--- src/rtl/pwmx_pkg.sv ---
package pwmx_pkg;

  // field positions inside the period word
  localparam int PER_LSB    = 0;
  localparam int ACODE_LSB  = 16;
  localparam int ICODE_LSB  = 18;
  localparam int DSEL_LSB   = 20;
  // field positions inside the window word
  localparam int ENTER_LSB  = 0;
  localparam int LEAVE_LSB  = 16;
  // control word
  localparam int SRST_BIT   = 31;
  // prescaler counter width covers the largest ratio (2^10)
  localparam int DIV_W      = 10;

  typedef struct packed {
    logic [15:0] enter_cnt;
    logic [15:0] leave_cnt;
    logic [15:0] period;
    logic [1:0]  act_code;
    logic [1:0]  idle_code;
    logic [2:0]  div_sel;
  } chan_cfg_t;

  // log2 of the division ratio for each select value
  function automatic logic [3:0] div_shift(input logic [2:0] sel);
    logic [3:0] s;
    case (sel)
      3'd5:    s = 4'd6;
      3'd6:    s = 4'd8;
      3'd7:    s = 4'd10;
      default: s = {1'b0, sel};
    endcase
    return s;
  endfunction

  // last prescaler count before a tick
  function automatic logic [DIV_W-1:0] div_limit(input logic [2:0] sel);
    return (DIV_W'(1) << div_shift(sel)) - DIV_W'(1);
  endfunction

  // only code 3 drives high
  function automatic logic code_level(input logic [1:0] code);
    return code == 2'b11;
  endfunction

  function automatic logic in_window(input logic [15:0] cnt,
                                     input logic [15:0] lo,
                                     input logic [15:0] hi);
    return (cnt >= lo) && (cnt < hi);
  endfunction

  function automatic chan_cfg_t unpack_cfg(input logic [31:0] win_w,
                                           input logic [31:0] per_w);
    chan_cfg_t c;
    c.enter_cnt = win_w[ENTER_LSB +: 16];
    c.leave_cnt = win_w[LEAVE_LSB +: 16];
    c.period    = per_w[PER_LSB   +: 16];
    c.act_code  = per_w[ACODE_LSB +: 2];
    c.idle_code = per_w[ICODE_LSB +: 2];
    c.div_sel   = per_w[DSEL_LSB  +: 3];
    return c;
  endfunction

endpackage

--- src/rtl/pwmx_regs.sv ---
module pwmx_regs #(
  parameter int NCH    = 2,
  parameter int ADDR_W = 8
) (
  input  logic                  clk,
  input  logic                  rst_n,
  input  logic                  wr_i,
  input  logic [ADDR_W-1:0]     addr_i,
  input  logic [31:0]           wdata_i,
  input  logic [NCH-1:0]        took_i,
  output logic [31:0]           rdata_o,
  output logic [NCH-1:0]        en_o,
  output logic                  srst_o,
  output logic [NCH-1:0]        pend_o,
  output logic [NCH-1:0][31:0]  win_sh_o,
  output logic [NCH-1:0][31:0]  per_sh_o
);
  import pwmx_pkg::*;

  localparam int WIN_BASE = 16;
  localparam int PER_BASE = 32;
  localparam int STRIDE   = 32;

  logic [NCH-1:0] en_q;
  logic           srst_q;
  logic           ctrl_hit;
  logic [NCH-1:0] win_hit, per_hit;

  assign ctrl_hit = (addr_i[ADDR_W-1:4] == '0);

  // control word with replace/set/clear/flip views; soft reset wins
  always_ff @(posedge clk or negedge rst_n) begin
    if (!rst_n) begin
      en_q   <= '0;
      srst_q <= 1'b0;
    end else if (srst_q) begin
      en_q   <= '0;
      srst_q <= 1'b0;
    end else if (wr_i && ctrl_hit) begin
      case (addr_i[3:2])
        2'd0: begin en_q <= wdata_i[NCH-1:0];          srst_q <= wdata_i[SRST_BIT]; end
        2'd1: begin en_q <= en_q | wdata_i[NCH-1:0];   srst_q <= wdata_i[SRST_BIT]; end
        2'd2: begin en_q <= en_q & ~wdata_i[NCH-1:0];  srst_q <= 1'b0;              end
        default: begin en_q <= en_q ^ wdata_i[NCH-1:0]; srst_q <= wdata_i[SRST_BIT]; end
      endcase
    end
  end

  for (genvar i = 0; i < NCH; i++) begin : g_sh
    assign win_hit[i] = (addr_i == ADDR_W'(WIN_BASE + STRIDE * i));
    assign per_hit[i] = (addr_i == ADDR_W'(PER_BASE + STRIDE * i));

    always_ff @(posedge clk or negedge rst_n) begin
      if (!rst_n) begin
        win_sh_o[i] <= '0;
        per_sh_o[i] <= '0;
        pend_o[i]   <= 1'b0;
      end else if (srst_q) begin
        win_sh_o[i] <= '0;
        per_sh_o[i] <= '0;
        pend_o[i]   <= 1'b0;
      end else begin
        if (wr_i && win_hit[i]) win_sh_o[i] <= wdata_i;
        if (wr_i && per_hit[i]) begin
          per_sh_o[i] <= wdata_i;
          pend_o[i]   <= 1'b1;
        end else if (took_i[i]) begin
          pend_o[i]   <= 1'b0;
        end
      end
    end
  end

  always_comb begin
    rdata_o = '0;
    if (ctrl_hit) begin
      rdata_o[NCH-1:0]  = en_q;
      rdata_o[SRST_BIT] = srst_q;
    end
    for (int i = 0; i < NCH; i++) begin
      if (win_hit[i]) rdata_o = win_sh_o[i];
      if (per_hit[i]) rdata_o = per_sh_o[i];
    end
  end

  assign en_o   = en_q;
  assign srst_o = srst_q;

  AST_SRST_SELF_CLEAR: assert property (@(posedge clk) disable iff (!rst_n)
    srst_q |=> !srst_q);
  AST_SET_ALIAS_ONLY_SETS: assert property (@(posedge clk) disable iff (!rst_n)
    (wr_i && ctrl_hit && addr_i[3:2] == 2'd1 && !srst_q)
      |=> ((en_q & $past(wdata_i[NCH-1:0])) == $past(wdata_i[NCH-1:0])));
  AST_CLR_ALIAS_ONLY_CLEARS: assert property (@(posedge clk) disable iff (!rst_n)
    (wr_i && ctrl_hit && addr_i[3:2] == 2'd2)
      |=> ((en_q & $past(wdata_i[NCH-1:0])) == '0));

endmodule

--- src/rtl/pwmx_prescale.sv ---
module pwmx_prescale (
  input  logic       clk,
  input  logic       rst_n,
  input  logic       clr_i,
  input  logic       run_i,
  input  logic [2:0] sel_i,
  output logic       tick_o
);
  import pwmx_pkg::*;

  logic [DIV_W-1:0] div_q;
  logic [DIV_W-1:0] lim;

  assign lim    = div_limit(sel_i);
  assign tick_o = run_i && (div_q == lim);

  always_ff @(posedge clk or negedge rst_n) begin
    if (!rst_n)                  div_q <= '0;
    else if (clr_i || !run_i)    div_q <= '0;
    else if (tick_o)             div_q <= '0;
    else                         div_q <= div_q + DIV_W'(1);
  end

  AST_DIV1_TICKS_ALWAYS: assert property (@(posedge clk) disable iff (!rst_n)
    (run_i && sel_i == 3'd0 && !$past(clr_i)) |-> tick_o);

endmodule

--- src/rtl/pwmx_chan.sv ---
module pwmx_chan (
  input  logic                clk,
  input  logic                rst_n,
  input  logic                clr_i,
  input  logic                en_i,
  input  logic                pend_i,
  input  pwmx_pkg::chan_cfg_t cfg_sh_i,
  input  logic                tick_i,
  output logic [2:0]          div_sel_o,
  output logic                took_o,
  output logic                bnd_o,
  output logic                pin_o
);
  import pwmx_pkg::*;

  chan_cfg_t   cfg_q;
  logic [15:0] cnt_q;
  logic        at_top;
  logic        active_ph;

  assign at_top    = (cnt_q == cfg_q.period);
  // a period boundary: wrap of a running counter, or any cycle while stopped
  assign bnd_o     = !en_i || (tick_i && at_top);
  assign took_o    = bnd_o && pend_i;
  assign div_sel_o = cfg_q.div_sel;

  always_ff @(posedge clk or negedge rst_n) begin
    if (!rst_n) begin
      cfg_q <= '0;
      cnt_q <= '0;
    end else if (clr_i) begin
      cfg_q <= '0;
      cnt_q <= '0;
    end else begin
      if (took_o) cfg_q <= cfg_sh_i;
      if (!en_i)       cnt_q <= '0;
      else if (tick_i) cnt_q <= at_top ? 16'd0 : cnt_q + 16'd1;
    end
  end

  assign active_ph = in_window(cnt_q, cfg_q.enter_cnt, cfg_q.leave_cnt);
  assign pin_o     = en_i && code_level(active_ph ? cfg_q.act_code : cfg_q.idle_code);

  AST_CNT_WITHIN_PERIOD: assert property (@(posedge clk) disable iff (!rst_n)
    cnt_q <= cfg_q.period);
  AST_WRAP_TO_ZERO: assert property (@(posedge clk) disable iff (!rst_n)
    (en_i && tick_i && at_top) |=> (cnt_q == 16'd0));
  AST_IDLE_CNT_ZERO: assert property (@(posedge clk) disable iff (!rst_n)
    !en_i |=> (cnt_q == 16'd0));
  AST_CFG_ONLY_AT_BOUNDARY: assert property (@(posedge clk) disable iff (!rst_n)
    !$stable(cfg_q) |-> ($past(bnd_o) || $past(clr_i)));

endmodule

--- src/rtl/pwm_bank.sv ---
module pwm_bank #(
  parameter int NCH    = 2,
  parameter int ADDR_W = 8
) (
  input  logic              clk,
  input  logic              rst_n,
  input  logic              bus_wr,
  input  logic [ADDR_W-1:0] bus_addr,
  input  logic [31:0]       bus_wdata,
  output logic [31:0]       bus_rdata,
  output logic [NCH-1:0]    pwm_out
);
  import pwmx_pkg::*;

  logic [NCH-1:0]       en, pend, took, tick, bnd;
  logic                 srst;
  logic [NCH-1:0][31:0] win_sh, per_sh;

  pwmx_regs #(.NCH(NCH), .ADDR_W(ADDR_W)) u_regs (
    .clk      (clk),
    .rst_n    (rst_n),
    .wr_i     (bus_wr),
    .addr_i   (bus_addr),
    .wdata_i  (bus_wdata),
    .took_i   (took),
    .rdata_o  (bus_rdata),
    .en_o     (en),
    .srst_o   (srst),
    .pend_o   (pend),
    .win_sh_o (win_sh),
    .per_sh_o (per_sh)
  );

  for (genvar i = 0; i < NCH; i++) begin : g_ch
    chan_cfg_t  cfg_sh;
    logic [2:0] dsel;

    assign cfg_sh = unpack_cfg(win_sh[i], per_sh[i]);

    pwmx_prescale u_div (
      .clk    (clk),
      .rst_n  (rst_n),
      .clr_i  (srst),
      .run_i  (en[i]),
      .sel_i  (dsel),
      .tick_o (tick[i])
    );

    pwmx_chan u_chan (
      .clk       (clk),
      .rst_n     (rst_n),
      .clr_i     (srst),
      .en_i      (en[i]),
      .pend_i    (pend[i]),
      .cfg_sh_i  (cfg_sh),
      .tick_i    (tick[i]),
      .div_sel_o (dsel),
      .took_o    (took[i]),
      .bnd_o     (bnd[i]),
      .pin_o     (pwm_out[i])
    );
  end

  AST_PIN_LOW_AFTER_SRST: assert property (@(posedge clk) disable iff (!rst_n)
    srst |=> (pwm_out == '0));

endmodule

--- config.mk ---
export PLATFORM = sky130hd
export DESIGN_NAME = pwm_bank
export DESIGN_NICKNAME = d
export VERILOG_FILES = /design/src/rtl/pwmx_pkg.sv /design/src/rtl/pwmx_regs.sv /design/src/rtl/pwmx_prescale.sv /design/src/rtl/pwmx_chan.sv /design/src/rtl/pwm_bank.sv
export SDC_FILE = /design/constraint.sdc
export NUM_CORES = 1
export LEC_CHECK = 0
export ABC_AREA = 1
export BUFFER_PORTS_ARGS = -buffer_cell sky130_fd_sc_hd__buf_2
export CAP_MARGIN = 25
export CORE_ASPECT_RATIO = 1.5
export CORE_MARGIN = 5
export CORE_UTILIZATION = 37
export DETAILED_ROUTE_END_ITERATION = 8
export GPL_ROUTABILITY_DRIVEN = 0
export GPL_TIMING_DRIVEN = 0
export RECOVER_POWER = 50
export SLEW_MARGIN = 0
export SYNTH_ARGS = -nofsm -noshare
export SYNTH_HDL_FRONTEND = slang
export SYNTH_SLANG_ARGS = --single-unit
export TNS_END_PERCENT = 20
--- constraint.sdc ---
create_clock -name clk -period 3.45 [get_ports clk]
set_clock_uncertainty 0.2 [all_clocks]
set_input_delay 0.5175 -clock clk [delete_from_list [all_inputs] [get_ports clk]]
set_output_delay 0.5175 -clock clk [all_outputs]
set_load 0.02 [all_outputs]
==> metrics, run 1 <==
Die Wd 183 um; maximum buffer depth of the clock tree 3; status finished with violations; Worst Tran Pin Value 2290 ps; drt drc 0; largest net degree at the start of global routing 104; setup TNS 0 ps; synthesized cell area 16700 sq um; final antenna-violating net count 0; VDD IR max 386 uV; Core Box Area 44700 sq um; Critical Path RT 2730 ps; CTS buffer count 30; Starting Density 0.373; dominant cells by area after synthesis dfrtp_1 (44%), nand2_1 (14%), inv_1 (6.1%); asr flop ratio synth 1.00; slowest CP cell dfrtp_2; synthesized area per cell 7.49 sq um; CTS clock-pin slew for the worst setup and hold paths 60 ps; initial antenna violation count 0; failing checks capacitance limit, slew limit; power per cell area 432 nW/um^2; Yosys reg bits 295; number of global-route vias before repair 15400; Static Leak 9.28 nW; ys flop type dfrtp_1; worst path bufs/invs 2; post-DR vias/cell 5.13; setup violators final 0; Mapped Cells 2225; clock root buffer clkbuf_16; gr ovfl total 0; count leader, synth nand2_1; largest delay contributor family on the critical path simple AND/OR/NAND/NOR gates; top post-synthesis cells by count nand2_1 (631), dfrtp_1 (295), inv_1 (271); total of max-cap violations 1; Critical Path Sink pwm_out[1]; CP cell instances ha_1 > nand4_1 > nor3_2 > nand3_1 > nand3_2 > nand3_1 > nand2_1 > nand2_1 > nor2_2 > buf_4 > buf_2; flop-to-flop setup slack 660 ps; number of port buffers 76; Initial DRT Pass Iterations 5; final wirelength 54.2 mm; Die Span Y 270 um; nets 2454; post-synth top area share 0.443; leading area contributor after synthesis dfrtp_1; slowest stage delay, CP 500 ps; startpoint types flop; Final Max Tran Viols 91; combined global-route utilization of all metal layers 0.215; Cell variety after synth 43; Tmin final 3390 ps; final clock period utilization by the worst path 0.982; yosys warns 0; peak fanout along the critical path 6; Stages on worst setup path 11; Slew HR -0.524; final core utilization 0.429; WP data arrival 2670 ps; fraction of layout cells with a size suffix above 1 0.107; RSZ-0062 raised after global routing yes; cell count of the worst reg-to-reg path 14; Skew-Pair Late Insertion Delay 580 ps; clock sinks 295; Die ar. 49500 sq um; ant diodes 0; via count 15100; H-tree depth 1; # rows 95; CTS tree built; Post-Syn Nets 2339; placed cells 2885; worst r2r src g_ch[1].u_chan.div_sel_o[2]; Crit. Startpoint g_ch[1].u_chan.cnt_q[11]; Worst Setup End Kind output port; global-route wire length before repair 84.1 mm; Final Instance Count excl. Fillers 2945; WS Path Type reg -> out; Fmax achieved 0.295 GHz; DR iter-0 viols 1018; Layout area overhead 15.0%; Min-Delay Path Class in -> reg; worst reg2reg path endpoint g_ch[1].u_chan.div_sel_o[1]; HPWL Detailed 42.5 mm; Top-Level Pins 77; Post-synth EDFFs 0; Routed WL per cell 18.4 um; Final Hold Fails 0; post-synthesis sequential area ratio 0.443
per-layer routing:
metal	vias to the layer above	wire (um)	global-route usage	share of wire
met5	-	0	0	0
met4	0	3810	0.130	0.070
met3	156	2150	0.0194	0.040
met2	459	28300	0.401	0.52
met1	7104	19900	0.230	0.37
li1	7403	-	-	-
worst reg2reg max path: stages, from the launching register on:
cell and delay [ps]:
dfrtp_1 450, inv_2 140, nand3_1 120, ha_1 320
nand2_1 60, o21ai_0 70, nor3_1 150, nand2_1 90
nor2_1 100, nand2_1 140, nand2_2 180, nand3_2 230
buf_2 290, nand2_1 100, nand2_1 50
sequential cells by signal, indices dropped and copies added (netlist names):
name	flops
g_ch.u_chan.div_sel_o	6
u_regs.en_o	2
g_ch.u_chan.cfg_q	104
u_regs.win_sh_o	64
g_ch.u_chan.cnt_q	32
u_regs.srst_o	1
u_regs.per_sh_o	64
u_regs.pend_o	2
g_ch.u_div.div_q	20
power breakdown:
group | leakage, nW | internal, mW | switching, mW | total, mW
clock | 0.569 | 2.37 | 1.47 | 3.84
sequential | 4.07 | 3.55 | 0.0628 | 3.61
combinational | 4.65 | 0.233 | 0.593 | 0.825
what timing repair did:
item                       CTS  global route
hold buffers                 1             0
hold endpoints to repair    90             0
setup buffers                0             5
pin swaps                    0             3
setup endpoints to repair   20            19
gates resized for setup     17            25
area by class of cell:
type	instances	area (sq um)
inverters	287	1080
clock inverters	19	330
multi-input cells	1527	7740
repair buffers	84	494
well taps	582	728
plain buffers	115	562
fillers	4642	25500
clock buffers	36	825
flip-flops and latches	295	7410
cells in the final DEF (no fill, tap or decap), types with 14 or more instances in the layout:
cell / count
buf_2: 105
clkbuf_16: 31
xnor2_1: 15
buf_4: 14
nor2_1: 198
o21ai_0: 174
clkbuf_1: 58
xor2_1: 27
inv_1: 273
dfrtp_1: 276
inv_2: 14
ha_1: 67
dfrtp_2: 19
a21oi_1: 41
nand4_1: 105
nand2_1: 629
nor3_1: 26
o21ai_1: 17
nand3_1: 152
o2111ai_1: 23
logic make-up (layout without fill, tap and decap cells):
logic type,Yosys count,count (layout),share of synthesized area
AOI/OAI and AO/OA,275,275,0.0903
buffers and inverters,403,541,0.0982
xor gates and xnor gates,43,43,0.0230
adders and majority gates,71,71,0.0533
and+or+nand+nor,1138,1138,0.292
DFF,295,295,0.443
through the flow:
step,worst slack (ps),cell area (sq um),power (mW),hold WS (ps)
final,62.8,19200,8.28,72.8
after global routing,-55.6,19200,8.56,69.5
after CTS,7.74,19000,8.33,43.0
after detailed placement,-132,17800,4.49,262
after global placement,-4080,17800,4.46,254
after floorplan,962,16700,4.15,21.9
how the worst min path moves through the flow:
stage / start / end / slack [ps] / cells after the start
global placement: g_ch[1].u_chan.cfg_q[52] / g_ch[1].u_chan.cfg_q[52] / 250 / 2
global route: bus_wr / u_regs.srst_o / 70 / 3
detailed placement: g_ch[1].u_chan.cfg_q[29] / g_ch[1].u_chan.cfg_q[29] / 260 / 2
CTS: bus_wr / u_regs.srst_o / 40 / 3
floorplan: rst_n / g_ch[0].u_chan.cfg_q[10] / 20 / 0
finish: bus_wr / u_regs.srst_o / 70 / 3
Power figures use the tool's default switching activity.
==> inputs of run 2 (changes only) <==
Clock period 3.45 ns to 2.9 ns, I/O delays scaled along.
==> run 2 against run 1 <==
Against the previous run:
- the flow finishes with violations (setup timing)
- first-iteration DRC count fell by 2.0%
- critical endpoint is now pwm_out[0]
- highest routed layer unchanged
- worst hold slack got worse by 55 ps
- critical path type unchanged
- critical path depth rose by 1
- die area did not move
- combinational power rose by 22%
- largest power group unchanged
- routed wire length rose by 2.8%
==> metrics, run 2 (synthesis gave the netlist of run 1 again) <==
setup TNS -529 ps; Static Leak 9.54 nW; Min-Delay Path Class in -> reg; Die Span Y 270 um; commonest non-fill, non-tap cells in the layout nand2_1 (619), inv_1 (269), dfrtp_1 (266), nor2_1 (193), o21ai_0 (172); slowest CP cell dfrtp_2; via count 15400; slowest stage delay, CP 530 ps; final antenna-violating net count 0; Final WS setup -211 ps; drt drc 0; Routed WL per cell 18.7 um; Top-Level Pins 77; H-tree depth 1; Starting Density 0.373; Slew HR 0.0746; hold path start bus_wdata[9]; fraction of layout cells with a size suffix above 1 0.144; commonest non-fill, non-tap cell in the layout nand2_1; Critical Path RT 2270 ps; number of port buffers 76; gr ovfl total 0; # rows 95; Fmax achieved 0.321 GHz; number of fill cells 4576; maximum buffer depth of the clock tree 3; CTS clock-pin slew for the worst setup and hold paths 80 ps; CP cell instances ha_4 > nand2_1 > nand2_1 > nand2_2 > a21oi_4 > nor2_2 > nand3_4 > nand3_2 > nand2_1 > nand2_1 > nor2_2 > buf_6; DR iter-0 viols 998; failing checks setup timing; WP data arrival 2480 ps; cell count of the worst reg-to-reg path 14; Regs by FF count g_ch.u_chan.cfg_q: 104 flops, u_regs.per_sh_o: 64 flops, u_regs.win_sh_o: 64 flops; clock root buffer clkbuf_16; setup violators final 3; sequential cell area 7420 sq um; RSZ-0062 raised after global routing yes; Most flops, register g_ch.u_chan.cfg_q; post-DR vias/cell 5.17; CTS buffer count 30; final clock period utilization by the worst path 1.07; Worst Setup End Kind output port; Hold Path End u_regs.per_sh_o[41]; power per cell area 498 nW/um^2; largest net degree at the start of global routing 104; worst r2r src g_ch[1].u_chan.div_sel_o[2]; Final Hold Fails 0; flop-to-flop setup slack 180 ps; Worst Tran Pin Value 1390 ps; most used cell, CP nand2_1; VDD IR max 466 uV; Die ar. 49500 sq um; worst reg2reg path endpoint g_ch[1].u_chan.cfg_q[36]; startpoint types flop; number of global-route vias before repair 15600; multi-input logic area 8060 sq um; ant diodes 0; Layout area overhead 18.9%; HPWL Detailed 42.5 mm; Core Box Area 44700 sq um; total of max-cap violations 0; Die Wd 183 um; max FFs per register 104; Skew-Pair Late Insertion Delay 580 ps; status finished with violations; initial antenna violation count 0; WS Path Type reg -> out; nets 2488; CTS tree built; Final Instance Count excl. Fillers 2979; peak fanout along the critical path 4; Final Max Tran Viols 0; clock sinks 295; placed cells 2885; hold path depth 3; combined global-route utilization of all metal layers 0.220; Tmin final 3110 ps; global-route wire length before repair 86.0 mm; final wirelength 55.7 mm; Initial DRT Pass Iterations 5
-- run 2: area by class of cell --
class                   instances  share of cell area
clock buffers                  36              0.0416
repair buffers                120              0.0415
multi-input cells            1527               0.406
flip-flops and latches        295               0.374
plain buffers                 113              0.0285
clock inverters                19              0.0167
inverters                     287              0.0543
well taps                     582              0.0367
-- run 2: routing by layer --
| layer | global-route usage | up-vias | wire length [um] |
|---|---|---|---|
| li1 | - | 7471 | - |
| met1 | 0.233 | 7279 | 20000 |
| met2 | 0.411 | 474 | 29300 |
| met3 | 0.0198 | 170 | 2280 |
| met4 | 0.140 | 0 | 4030 |
| met5 | 0 | - | 0 |
-- run 2: through the flow --
| step | util | worst slack (ps) | total power, mW | hold WS, ps | cell area [sq um] |
|---|---|---|---|---|---|
| floorplan | - | 577 | 4.94 | -60.6 | 16700 |
| global placement | 0.398 | -4550 | 5.31 | 254 | 17800 |
| detailed placement | 0.399 | -517 | 5.34 | 262 | 17800 |
| CTS | 0.437 | -215 | 9.92 | 3.77 | 19500 |
| global route | 0.444 | -276 | 10.2 | 36.1 | 19800 |
| finish | 0.444 | -211 | 9.88 | 17.4 | 19800 |
-- run 2: how the worst max path moves through the flow --
stage,start,to,depth (start not counted)
2_1_floorplan,bus_addr[6],bus_rdata[21],8
3_3_place_gp,rst_n,g_ch[1].u_div.div_q[4],1
3_5_place_dp,bus_addr[6],bus_rdata[21],10
4_1_cts,g_ch[1].u_chan.cnt_q[11],pwm_out[1],10
5_1_grt,g_ch[0].u_chan.cnt_q[11],pwm_out[0],12
6_report,g_ch[0].u_chan.cnt_q[9],pwm_out[0],12
-- run 2: timing repair --
| action | CTS | global route |
|---|---|---|
| pin swaps | 22 | 13 |
| cloned | 0 | 0 |
| buffers inserted | 27 | 12 |
| endpoints found under the hold margin | 91 | 0 |
| hold buffers | 3 | 0 |
| setup endpoints to repair | 34 | 90 |
| resized for setup | 82 | 47 |
-- run 2: worst max-delay path: cells and delay by family (launching register included) --
kind,cells,cell delay [ps]
AOI/OAI and AO/OA,1,140
adders and majority gates,1,320
buffers and inverters,1,130
DFF,1,530
and+or+nand+nor,9,770
-- run 2: power by group --
part / internal (mW) / total (mW) / leakage, nW / switching [mW]
combinational: 0.283 / 1.01 / 4.92 / 0.722
sequential: 4.22 / 4.30 / 4.05 / 0.0741
clock: 2.82 / 4.58 / 0.569 / 1.76
==> inputs of run 3 (changes only) <==
Settings changed: BUFFER_PORTS_ARGS -buffer_cell sky130_fd_sc_hd__buf_2 to unset, DONT_BUFFER_PORTS set to 1.
==> run 3 against run 2 <==
Against the previous run:
- the flow finishes with violations (hold timing, setup timing)
- power decreased by 7.9%
- final cell count decreased by 1.6%
- non-clock buffer count shrank 45
- core utilization decreased by 0.49 points
- critical path depth is the same
- fmax up 1.1%
- global-route usage increased by 0.25 points
- worst setup slack better by 34 ps
- critical path type unchanged
==> metrics, run 3 (synthesis gave the netlist of run 1 again) <==
cell count of the worst reg-to-reg path 6; Initial DRT Pass Iterations 6; number of port buffers 0; CTS tree built; RSZ-0062 raised after global routing yes; Final Hold Fails 295; Tmin final 3080 ps; startpoint types flop; H-tree depth 1; gr ovfl total 0; CTS clock-pin slew for the worst setup and hold paths 60 ps; Die Span Y 270 um; Hold Buf Count CTS 35; peak fanout along the critical path 7; DR iter-0 viols 1103; clock root buffer clkbuf_16; nets 2442; hold_ws -630 ps; flop-to-flop setup slack -80 ps; initial antenna violation count 0; number of global-route vias before repair 15500; global-route wire length before repair 86.7 mm; placed cells 2808; Layout area overhead 17.6%; Final Instance Count excl. Fillers 2931; final wirelength 56.0 mm; fraction of layout cells with a size suffix above 1 0.115; max FFs per register 104; failing checks hold timing, setup timing; Min-Delay Path Class in -> async; WS Path Type reg -> out; power per cell area 464 nW/um^2; fin area 19600 sq um; VDD IR max 413 uV; # rows 95; Final Max Tran Viols 0; ant diodes 0; Regs by FF count g_ch.u_chan.cfg_q: 104 flops, u_regs.per_sh_o: 64 flops, u_regs.win_sh_o: 64 flops; Worst Setup End Kind output port; worst reg2reg path endpoint u_regs.srst_o; setup violators final 9; Top-Level Pins 77; HPWL Detailed 42.2 mm; Skew-Pair Late Insertion Delay 570 ps; clock sinks 295; Pwr Total 9.10 mW; largest net degree at the start of global routing 296; Die ar. 49500 sq um; Final WS setup -177 ps; Static Leak 9.26 nW; Die Wd 183 um; WP data arrival 2440 ps; worst r2r src u_regs.srst_o; Core Box Area 44700 sq um; Slew HR 0.287; Starting Density 0.373; Fmax achieved 0.325 GHz; final clock period utilization by the worst path 1.06; combined global-route utilization of all metal layers 0.223; commonest non-fill, non-tap cells in the layout nand2_1 (619), inv_1 (269), dfrtp_1 (265), nor2_1 (194), o21ai_0 (171); Worst Tran Pin Value 1060 ps; total of max-cap violations 0; post-DR vias/cell 5.23; CTS buffer count 29; Routed WL per cell 19.1 um; maximum buffer depth of the clock tree 3; Critical Path RT 2270 ps; Most flops, register g_ch.u_chan.cfg_q; commonest non-fill, non-tap cell in the layout nand2_1; drt drc 0; status finished with violations; Placed Area 17400 sq um; via count 15300; final antenna-violating net count 0
-- run 3: stage by stage --
stage / utilization / hold WS [ps] / TNS (ps) / setup slack [ps]
floorplan: - / -60.6 / 0 / 577
global placement: 0.389 / -39.6 / -8100 / -418
global route: 0.439 / -655 / -1970 / -315
finish: 0.439 / -630 / -716 / -177
detailed placement: 0.389 / -39.7 / -9140 / -456
CTS: 0.428 / -641 / -400 / -239
-- run 3: what timing repair did --
action,CTS,global route
endpoints found under the hold margin,408,295
gates resized for setup,62,77
pin swaps,13,25
buffers inserted,19,18
endpoints found under the setup margin,33,85
-- run 3: cell type report --
class                           instances  area, sq um
Multi-Input combinational cell       1527         8130
Clock inverter                          3         42.5
Tap cell                              582          728
Clock buffer                           49          911
Inverter                              287         1080
Fill cell                            4482        25100
Buffer                                115          594
Timing Repair Buffer                   73          707
Sequential cell                       295         7420
-- run 3: worst max-delay path by stage --
| stage | startpoint | endpoint | cells past startpoint |
|---|---|---|---|
| 2_1_floorplan | bus_addr[6] | bus_rdata[21] | 8 |
| 6_report | g_ch[1].u_chan.cnt_q[7] | pwm_out[1] | 12 |
| 4_1_cts | g_ch[1].u_chan.cnt_q[13] | pwm_out[1] | 9 |
| 3_3_place_gp | bus_addr[6] | bus_rdata[22] | 8 |
| 5_1_grt | g_ch[1].u_chan.cnt_q[10] | pwm_out[1] | 10 |
| 3_5_place_dp | bus_addr[6] | bus_rdata[22] | 8 |
-- run 3: metal layers --
metal / track usage / routed length (um)
met1: 0.231 / 19500
met2: 0.413 / 29700
met3: 0.0238 / 2490
met4: 0.153 / 4230
met5: 0 / 0
-- run 3: report_power, final --
part	total, mW	leakage [nW]	switching (mW)	internal [mW]
clock network	3.87	0.465	1.66	2.21
logic	0.933	4.74	0.637	0.296
registers	4.30	4.05	0.0744	4.22
-- run 3: worst max-delay path, stage by stage, from the launching register on --
cell	delay, ps
dfrtp_2	500
ha_1	330
nand2_1	80
nor2_2	140
nand2_1	60
nand2_1	60
nand2_1	90
nand3_4	120
nand3_2	80
nand2_1	60
nand2_1	50
nor2_2	160
buf_6	140
